### config.mk
export PLATFORM = sky130hd
export DESIGN_NAME = overload_hold_monitor
export DESIGN_NICKNAME = d
export VERILOG_FILES = /design/src/rtl/overload_hold_monitor.sv
export SDC_FILE = /design/constraint.sdc
export NUM_CORES = 1
export LEC_CHECK = 0
export BUFFER_PORTS_ARGS = -buffer_cell sky130_fd_sc_hd__clkbuf_2
export CAP_MARGIN = 0
export CORE_UTILIZATION = 25
export CTS_BUF_LIST = sky130_fd_sc_hd__clkbuf_8
export DETAILED_ROUTE_END_ITERATION = 7
export SYNTH_ARGS = -nofsm -noshare
export SYNTH_HDL_FRONTEND = slang
export SYNTH_SLANG_ARGS = --single-unit
export TNS_END_PERCENT = 20
### constraint.sdc
create_clock -name clk -period 2.2 [get_ports clk]
set_input_delay 0 -clock clk [delete_from_list [all_inputs] [get_ports clk]]
set_output_delay 0 -clock clk [all_outputs]
set_load 0.02 [all_outputs]
### src/rtl/overload_hold_monitor.sv
module overload_hold_monitor #(
  parameter int IN_W   = 20,
  parameter int OUT_W  = 18,
  parameter int THRESH = 116508,
  parameter int HOLD   = 131072
) (
  input  logic                    clk,
  input  logic                    rst_n,
  input  logic                    standby,
  input  logic                    smp_valid,
  input  logic signed [IN_W-1:0]  left_in,
  input  logic signed [IN_W-1:0]  right_in,
  output logic signed [OUT_W-1:0] left_out,
  output logic signed [OUT_W-1:0] right_out,
  output logic                    ovl_flag
);
  localparam int CNT_W = $clog2(HOLD + 1);
  localparam logic signed [IN_W-1:0]  MAX_IN  = {{(IN_W-OUT_W+1){1'b0}}, {(OUT_W-1){1'b1}}};
  localparam logic signed [IN_W-1:0]  MIN_IN  = {{(IN_W-OUT_W+1){1'b1}}, {(OUT_W-1){1'b0}}};
  localparam logic signed [OUT_W-1:0] MAX_OUT = {1'b0, {(OUT_W-1){1'b1}}};
  localparam logic signed [OUT_W-1:0] MIN_OUT = {1'b1, {(OUT_W-1){1'b0}}};
  localparam logic [OUT_W:0]          THR     = (OUT_W+1)'(THRESH);
  localparam logic [CNT_W-1:0]        LOAD    = CNT_W'(HOLD);

  function automatic logic signed [OUT_W-1:0] sat(input logic signed [IN_W-1:0] x);
    if (x > MAX_IN)      sat = MAX_OUT;
    else if (x < MIN_IN) sat = MIN_OUT;
    else                 sat = x[OUT_W-1:0];
  endfunction

  function automatic logic [OUT_W:0] mag(input logic signed [OUT_W-1:0] c);
    logic signed [OUT_W:0] e;
    e = {c[OUT_W-1], c};
    mag = e[OUT_W] ? $unsigned(-e) : $unsigned(e);
  endfunction

  logic signed [OUT_W-1:0] l_sat, r_sat;
  logic                    hit;
  logic [CNT_W-1:0]        cnt;

  assign l_sat = sat(left_in);
  assign r_sat = sat(right_in);
  assign hit   = smp_valid && !standby && ((mag(l_sat) > THR) || (mag(r_sat) > THR));

  always_ff @(posedge clk or negedge rst_n) begin
    if (!rst_n) begin
      left_out  <= '0;
      right_out <= '0;
    end else if (smp_valid) begin
      left_out  <= l_sat;
      right_out <= r_sat;
    end
  end

  always_ff @(posedge clk or negedge rst_n) begin
    if (!rst_n)           cnt <= '0;
    else if (standby)     cnt <= '0;
    else if (hit)         cnt <= LOAD;
    else if (cnt != '0)   cnt <= cnt - 1'b1;
  end

  assign ovl_flag = (cnt != '0) && !standby;


  pos_clip_chk: assert property (@(posedge clk) disable iff (!rst_n)
    smp_valid && (left_in > MAX_IN) |=> left_out == MAX_OUT);

  neg_clip_chk: assert property (@(posedge clk) disable iff (!rst_n)
    smp_valid && (right_in < MIN_IN) |=> right_out == MIN_OUT);

  hold_out_chk: assert property (@(posedge clk) disable iff (!rst_n)
    !smp_valid |=> $stable(left_out) && $stable(right_out));

  arm_chk: assert property (@(posedge clk) disable iff (!rst_n)
    hit ##1 !standby |-> ovl_flag);

  count_down_chk: assert property (@(posedge clk) disable iff (!rst_n)
    (cnt != '0) && !hit && !standby |=> cnt == $past(cnt) - 1'b1);

  standby_clear_chk: assert property (@(posedge clk) disable iff (!rst_n)
    standby |=> cnt == '0);
endmodule

Word-level counts from Yosys, hierarchy flattened --
Cells that the tools add are included.
Operators by class: $add $sub $neg 3, $mul 0, div/mod/pow operators 0, magnitude comparators 6, eq/ne operators 0, shift operators 0, mux-type cells 9, bitwise logic cells 0, reductions and logical operators 7
Operators by type and width (count):
- $mux W18 | 7
- $gt A20 B18 Y1 const B | 2
- $lt A20 B18 Y1 const B | 2
- $gt A19 B17 Y1 const B | 2
- $mux W19 | 2
- $neg A18 Y19 | 2
- $reduce_bool A18 Y1 | 1
- $sub A18 B1 Y18 const B | 1
- $logic_and A1 B1 Y1 | 3
- $reduce_bool A3 Y1 | 1
- $logic_not A1 Y1 | 1
- $logic_or A1 B1 Y1 | 1
Word-level totals: register bits 54, bits in latches 0, bits in writable memories 0, ROM bits 0, input port bits 44, output and inout bits 37, word-level logic and storage cells 28, memories 0

Longest topological paths before layout --
Gate-level depths: netlist of run 1.
word-level depth 10, gate-level depth with buffers 16, mapped depth without buffers 12

Worst setup path after synthesis of run 1 --
Ideal clock, no wire load.
path kind input to register, start point in left_in[17], end point reg cnt[7], setup time 0.119 ns, data arrival time 2.987 ns, data required time 2.081 ns, path slack -0.906 ns, cell stages on the path 15, buffers on the path 4, path through clkbuf_1 -> o21ba_2 -> clkbuf_1 -> o21ai_0 -> ha_1 -> clkbuf_1 -> or3b_2 -> o2111ai_1 -> nand3_1 -> or4_1 -> a31oi_1 -> o21ai_0 -> o211ai_2 -> buf_6 -> nor2_1
Between the ends: cells in the longest elaborated chain, start to end 10, elaborated cells between the ends (all ways) 12, classes of those cells 1 x add/sub; 3 x order compare; 5 x mux; 3 x reduce/logical
Ends and longest elaborated chain:
- from (decl) | RTL line 11 | input logic signed [IN_W-1:0] left_in,
- $lt A20 B18 Y1 | RTL line 27 | else if (x < MIN_IN) sat = MIN_OUT;
- $mux W18 | RTL line 27
- $mux W18 (*) | RTL line 26 | if (x > MAX_IN) sat = MAX_OUT;
- $neg A18 Y19 | RTL line 34 | mag = e[OUT_W] ? $unsigned(-e) : $unsigned(e);
- $mux W19 (*) | RTL line 34
- $gt A19 B17 Y1 (*) | RTL line 43 | assign hit = smp_valid && !standby && ((mag(l_sat) > THR) || (mag(r_sat) > THR));
- $logic_or A1 B1 Y1 (*) | RTL line 43
- $logic_and A1 B1 Y1 (*) | RTL line 43
- $mux W18 | RTL line 58 | else if (hit) cnt <= LOAD;
- $mux W18 | RTL line 57 | else if (standby) cnt <= '0;
- to (signal assigned) | RTL line 59 | else if (cnt != '0) cnt <= cnt - 1'b1;
- to (decl) | RTL line 39 | logic [CNT_W-1:0] cnt;
Every way passes the cells marked *; elsewhere a longest branch is shown, timed or not. A chain may end at the register's enable or synchronous reset.

Final worst setup path of run 1 --
start point in right_in[2], end point reg cnt[1]
Between the ends: cells in the longest elaborated chain, start to end 10, elaborated cells between the ends (all ways) 12, classes of those cells 1 x add/sub; 3 x order compare; 5 x mux; 3 x reduce/logical
Ends and longest elaborated chain:
- from (decl) | RTL line 12 | input logic signed [IN_W-1:0] right_in,
- $lt A20 B18 Y1 | RTL line 27
- $mux W18 | RTL line 27
- $mux W18 (*) | RTL line 26
- $neg A18 Y19 | RTL line 34
- $mux W19 (*) | RTL line 34
- $gt A19 B17 Y1 (*) | RTL line 43
- $logic_or A1 B1 Y1 (*) | RTL line 43
- $logic_and A1 B1 Y1 (*) | RTL line 43
- $mux W18 | RTL line 58
- $mux W18 | RTL line 57
Marks and branches as above.

==> flow_summary.yaml, run 1 <==
sta:
  fmax_ghz: 0.451
  finalClockSkew_ns: 0.0151
  tightest_slew_ns: 0.722
  period_needed_ns: 2.22
  hold_viol_final: 0
  setup_violations: 2
  fin_crit_sh: 1.01
  slew_headroom: 0.519
  rsz0062_at_grt: "yes"
  setup_slack_ns: -0.0181
  drv_slew: 0
cells_and_area:
  layout_commonest_cell: "buf_4"
  layout-drive-gt1-share: 0.377
  fin_cells: 887
  final_nets: 718
  antenna_cells: 0
  final_cell_mix: "buf_4 (98), clkbuf_2 (78), dfrtp_1 (54), nor2_1 (50), nand2_1 (46)"
  area_growth_pct: 38.7
  final_util: 0.360
cts:
  cts_made_buffers: 5
  insertion_delay_ns: 0.34
  clockRootBuffer: "clkbuf_8"
  cts_max_path_buffers: 2
  htreeDepth: 2
  cts_tree: "built"
  path_clk_slew_ns: 0.11
  clkSinkCount: 54
critical_path:
  cp_max_fo: 4
  reg2reg_from: "cnt[9]"
  arrival_ns: 2.49
  critPathLaunchType: "primary input"
  endpoint_kind: "flip-flop"
  startpoint: "right_in[2]"
  critPathKind: "in2reg"
  required_ns: 2.47
synth:
  synth-edff-count: 0
  synth_top_family_by_area: "compound AO/OA/AOI/OAI gates"
  synthSimpleGateAreaFrac: 0.225
  synth_compound_area_frac: 0.270
  syn_nets: 570
  synthCells: 523
  synth_area_per_cell_um2: 7.97
  yosysTopAreaCell: "dfrtp_1"
  ys.flop_type: "dfrtp_1"
  ys_seq_area_frac: 0.324
  synth_adder_area_share: 0.00901
  synth_warnings: 0
  synth_xor_area_frac: 0.0441
  synth_seq_cells: 54
  synthesis.area_mm2: 0.00417
  async_flop_share: 1.00
  synth_top_area_frac: 0.324
  muxShareOfSynthArea: 0.0526
  synth_cell_types: 67
  synth_area_leaders: "dfrtp_1 (32%), o21ai_0 (5.2%), nor2_1 (5.0%)"
pwr:
  power_density_mw_per_mm2: 717
  total_power_mw: 4.15
  p_leak_nw: 2.48
  ir_drop_v: 0.000321
global_route:
  grt_pass1_vias: 4221
  grt_max_degree: 55
  grt_pass1_wl_um: 21000
  antenna_found_initial: 0
  grt_usage: 0.156
  grt-ovfl-total: 0
route:
  drt-total-wl_um: 13100
  initialDrtViolationCount: 353
  drc_errors: 0
  vias: 4521
  routedWlPerCell_um: 14.7
  via_per_inst: 5.10
  drtAntennaViolNets: 0
  drt_pass1_iterations: 5
floorplan:
  die_h_um: 131
  start_util: 0.259
  num_rows: 46
  die_w_um: 131
  dieArea_mm2: 0.0172
  ioPinCount: 81
  core-area_mm2: 0.0161
min_path:
  worstHoldStart: "left_in[16]"
  holdCritPathClass: "in2reg"
placement:
  portBuffers: 80
  dp_hpwl_um: 9560
  place_ws_ns: -0.447
  dpl.cell_count: 872
  routabilityCongestion: 0.919
flow_run:
  drv_cap: 0
outcome:
  failed_checks: "negative setup slack"
  status: "finished, violations left"
power by group:
part | switching, mW | leakage [nW] | internal [mW] | total, mW
Sequential | 0.189 | 0.670 | 1.19 | 1.38
Combinational | 1.11 | 1.77 | 1.06 | 2.17
Clock | 0.375 | 0.0362 | 0.219 | 0.594
registers in the layout (all words and copies together) (netlist names):
| signal | flops |
|---|---|
| right_out | 18 |
| left_out | 18 |
| cnt | 18 |
kinds of logic after synthesis:
logic type,after synthesis
compound gates,166
buf+inv,71
flops,54
simple gates,188
mux,20
xor+xnor,21
fa+ha+maj,3
metrics by stage:
stage / TNS, ns / instance area, µm² / hold WS (ns)
final: -0.0198 / 5780 / 0.0347
after global routing: -1.06 / 5780 / 0.0784
after CTS: 0 / 5590 / 0.0152
after detailed placement: -7.42 / 5400 / 0.190
after global placement: -6.91 / 5400 / 0.187
after floorplan: -8.56 / 4270 / -0.296
layout make-up:
cell class | instances | area (µm²)
Tap cell | 216 | 270
Multi-Input combinational cell | 398 | 2740
Timing Repair Buffer | 186 | 1240
Inverter | 26 | 97.6
Clock inverter | 2 | 15.0
Clock buffer | 5 | 68.8
Fill cell | 1670 | 10300
Sequential cell | 54 | 1350
cell usage after synthesis, drive strengths merged, types with 10 or more instances:
| cell type | instances |
|---|---|
| nand3 | 10 |
| a31oi | 10 |
| o211ai | 14 |
| buf | 11 |
| dfrtp | 54 |
| nor2 | 58 |
| xor2 | 13 |
| o21ai | 43 |
| clkbuf | 34 |
| mux2 | 15 |
| nor4 | 16 |
| inv | 25 |
| a22oi | 12 |
| nor3 | 17 |
| a21oi | 28 |
| nand2 | 46 |
path summary, 6_finish.rpt:
kind | endpoint | depth (start not counted) | slack [ns]
max in group asynchronous | left_out[12] | 3 | 1.37
worst min-delay path | left_out[16] | 3 | 0.03
worst max register to register | cnt[11] | 9 | 0.08
worst min register to register | right_out[4] | 1 | 0.52
worst max-delay path | cnt[1] | 10 | -0.02
min in group asynchronous | left_out[14] | 3 | 0.32
critical path, stage by stage:
cell	delay, ns
clkbuf_2	0.10
or4_4	0.58
nor2_2	0.12
xor2_1	0.16
a221oi_1	0.10
or4_4	0.56
a311oi_4	0.33
o211ai_2	0.19
buf_4	0.17
a211oi_2	0.17
per-layer routing:
layer	track usage	vias up	routed length (µm)
met5	0	-	0
met4	0.0527	0	200
met3	0.0304	13	860
met2	0.256	166	6010
met1	0.205	2107	6000
li1	-	2235	-
what timing repair did:
item                                    CTS  global route
endpoints found under the setup margin   17            19
setup buffers                             0             5
resized for setup                        14            33
pin swaps                                 5            12
hold endpoints to repair                 57             0
hold buffers                              4             0
Power figures use the tool's default switching activity.
==> run 2, diff against run 1 <==
--- a/config.mk
+++ b/config.mk
@@ -8,9 +8,8 @@
 export BUFFER_PORTS_ARGS = -buffer_cell sky130_fd_sc_hd__clkbuf_2
 export CAP_MARGIN = 0
 export CORE_UTILIZATION = 25
-export CTS_BUF_LIST = sky130_fd_sc_hd__clkbuf_8
 export DETAILED_ROUTE_END_ITERATION = 7
 export SYNTH_ARGS = -nofsm -noshare
 export SYNTH_HDL_FRONTEND = slang
 export SYNTH_SLANG_ARGS = --single-unit
-export TNS_END_PERCENT = 20
+export TNS_END_PERCENT = 10
==> flow_summary.yaml, run 2 (same netlist as run 1, synthesis figures left out) <==
cells_and_area:
  antenna_cells: 0
  final_area_mm2: 0.00575
  layout_commonest_cell: "buf_4"
  layout-drive-gt1-share: 0.357
  nFillCells: 1680
  area_growth_pct: 38.0
  final_util: 0.358
  final_cell_mix: "buf_4 (98), clkbuf_2 (79), dfrtp_1 (54), nor2_1 (53), nand2_1 (46)"
  fin_cells: 885
  final_nets: 715
  reg_top3: "cnt: 18 flops, left_out: 18 flops, right_out: 18 flops"
pwr:
  power_density_mw_per_mm2: 755
  p_int_mw: 2.69
  pwr-share-seq: 0.318
  switchingPower_mw: 1.65
  ir_drop_v: 0.000403
  pwr-share-clk: 0.218
  p_comb_frac: 0.464
  p_leak_nw: 2.50
  switching_share: 0.379
cts:
  cts_made_buffers: 5
  clkSinkCount: 54
  htreeDepth: 2
  clockRootBuffer: "clkbuf_16"
  path_clk_slew_ns: 0.08
  cts_setup_buffers: 0
  cts_tree: "built"
  insertion_delay_ns: 0.31
  cts_max_path_buffers: 2
sta:
  hold_viol_final: 0
  rsz0062_at_grt: "yes"
  fmax_ghz: 0.445
  setup_violations: 17
  period_needed_ns: 2.25
  setup_slack_ns: -0.0480
  hold_slack_ns: 0.0738
  drv_slew: 0
  fin_crit_sh: 1.02
  slew_headroom: 0.502
  finalClockSkew_ns: 0.00909
  tightest_slew_ns: 0.748
critical_path:
  endpoint_kind: "flip-flop"
  critPathKind: "in2reg"
  cp_max_fo: 11
  crit_chain: "clkbuf_8 -> a21bo_2 -> a21oi_2 -> ha_2 -> xor2_1 -> nor3_1 -> a41oi_1 -> a21oi_1 -> or4_4 -> a311oi_2 -> buf_4 -> o211ai_4 -> buf_12 -> nor2_1"
  cp_slowest_cell: "or4_4"
  required_ns: 2.44
  crit_buf_inv: 3
  crit_family: "compound AO/OA/AOI/OAI gates"
  slowest_delay_ns: 0.45
  arrival_ns: 2.48
  critPathLaunchType: "primary input"
placement:
  portBuffers: 80
  dp_hpwl_um: 9810
  routabilityCongestion: 0.896
  placed_area_mm2: 0.00543
  dpl.cell_count: 875
  place_ws_ns: -0.482
outcome:
  failed_checks: "negative setup slack"
  status: "finished, violations left"
route:
  drt-total-wl_um: 13300
  vias: 4542
  drt_pass1_iterations: 5
  drc_errors: 0
  initialDrtViolationCount: 370
  drtAntennaViolNets: 0
  routedWlPerCell_um: 15.1
  via_per_inst: 5.13
floorplan:
  ioPinCount: 81
  core-area_mm2: 0.0161
  die_w_um: 131
  dieArea_mm2: 0.0172
  start_util: 0.259
  die_h_um: 131
  num_rows: 46
global_route:
  grt_usage: 0.163
  grt_pass1_wl_um: 21800
  grt_pass1_vias: 4301
  grt_max_degree: 55
  antenna_found_initial: 0
  grt-ovfl-total: 0
flow_run:
  drv_cap: 0
min_path:
  holdCritPathClass: "in2reg"
## run 2: stage by stage
stage,TNS (ns),power (mW)
floorplan,-8.58,2.59
global placement,-6.89,3.25
detailed placement,-7.88,3.25
CTS,-0.352,4.25
global route,-2.46,4.69
finish,-0.418,4.34
## run 2: worst paths after layout
kind / startpoint / end / slack, ns / cells past startpoint
setup / recovery: right_in[0] / cnt[12] / -0.05 / 14
hold / removal: left_in[15] / left_out[15] / 0.07 / 3
setup reg to reg: cnt[8] / cnt[14] / 0.03 / 7
hold reg to reg: right_out[2] / right_out[2] / 0.51 / 1
max in group asynchronous: rst_n / left_out[3] / 1.31 / 3
min in group asynchronous: rst_n / right_out[16] / 0.37 / 3
## run 2: layout make-up
type	instances	area [µm²]	share of cell area
Tap cell	216	270	0.0470
Timing Repair Buffer	183	1220	0.212
Sequential cell	54	1350	0.235
Inverter	26	97.6	0.0170
Multi-Input combinational cell	398	2650	0.461
Clock buffer	6	129	0.0224
Clock inverter	2	37.5	0.00653
## run 2: layer usage
layer	up-vias	track usage	part of all wire
li1	2222	-	-
met1	2157	0.214	0.47
met2	154	0.275	0.46
met3	9	0.0333	0.057
met4	0	0.0392	0.011
met5	-	0	0
## run 2: repair_timing
| item | 4_1_cts | 5_1_grt |
|---|---|---|
| endpoints found under the setup margin | 17 | 19 |
| pin swaps | 0 | 2 |
| gates cloned | 0 | 0 |
| hold endpoints to repair | 55 | 0 |
| hold buffers | 2 | 0 |
| resized for setup | 11 | 13 |
## run 2: power groups by stage
| stage | clock (mW) | sequential, mW | combinational (mW) |
|---|---|---|---|
| after floorplan | 0 | 1.45 | 1.15 |
| after global placement | 0 | 1.37 | 1.88 |
| after detailed placement | 0 | 1.37 | 1.87 |
| after CTS | 0.986 | 1.36 | 1.91 |
| after global routing | 1.02 | 1.41 | 2.26 |
| final | 0.945 | 1.38 | 2.01 |
## run 2: tightest hold or removal path, delay by kind of cell
family                 cells  cell delay, ns
AOI/OAI and AO/OA          2            0.21
buffers and inverters      1            0.14
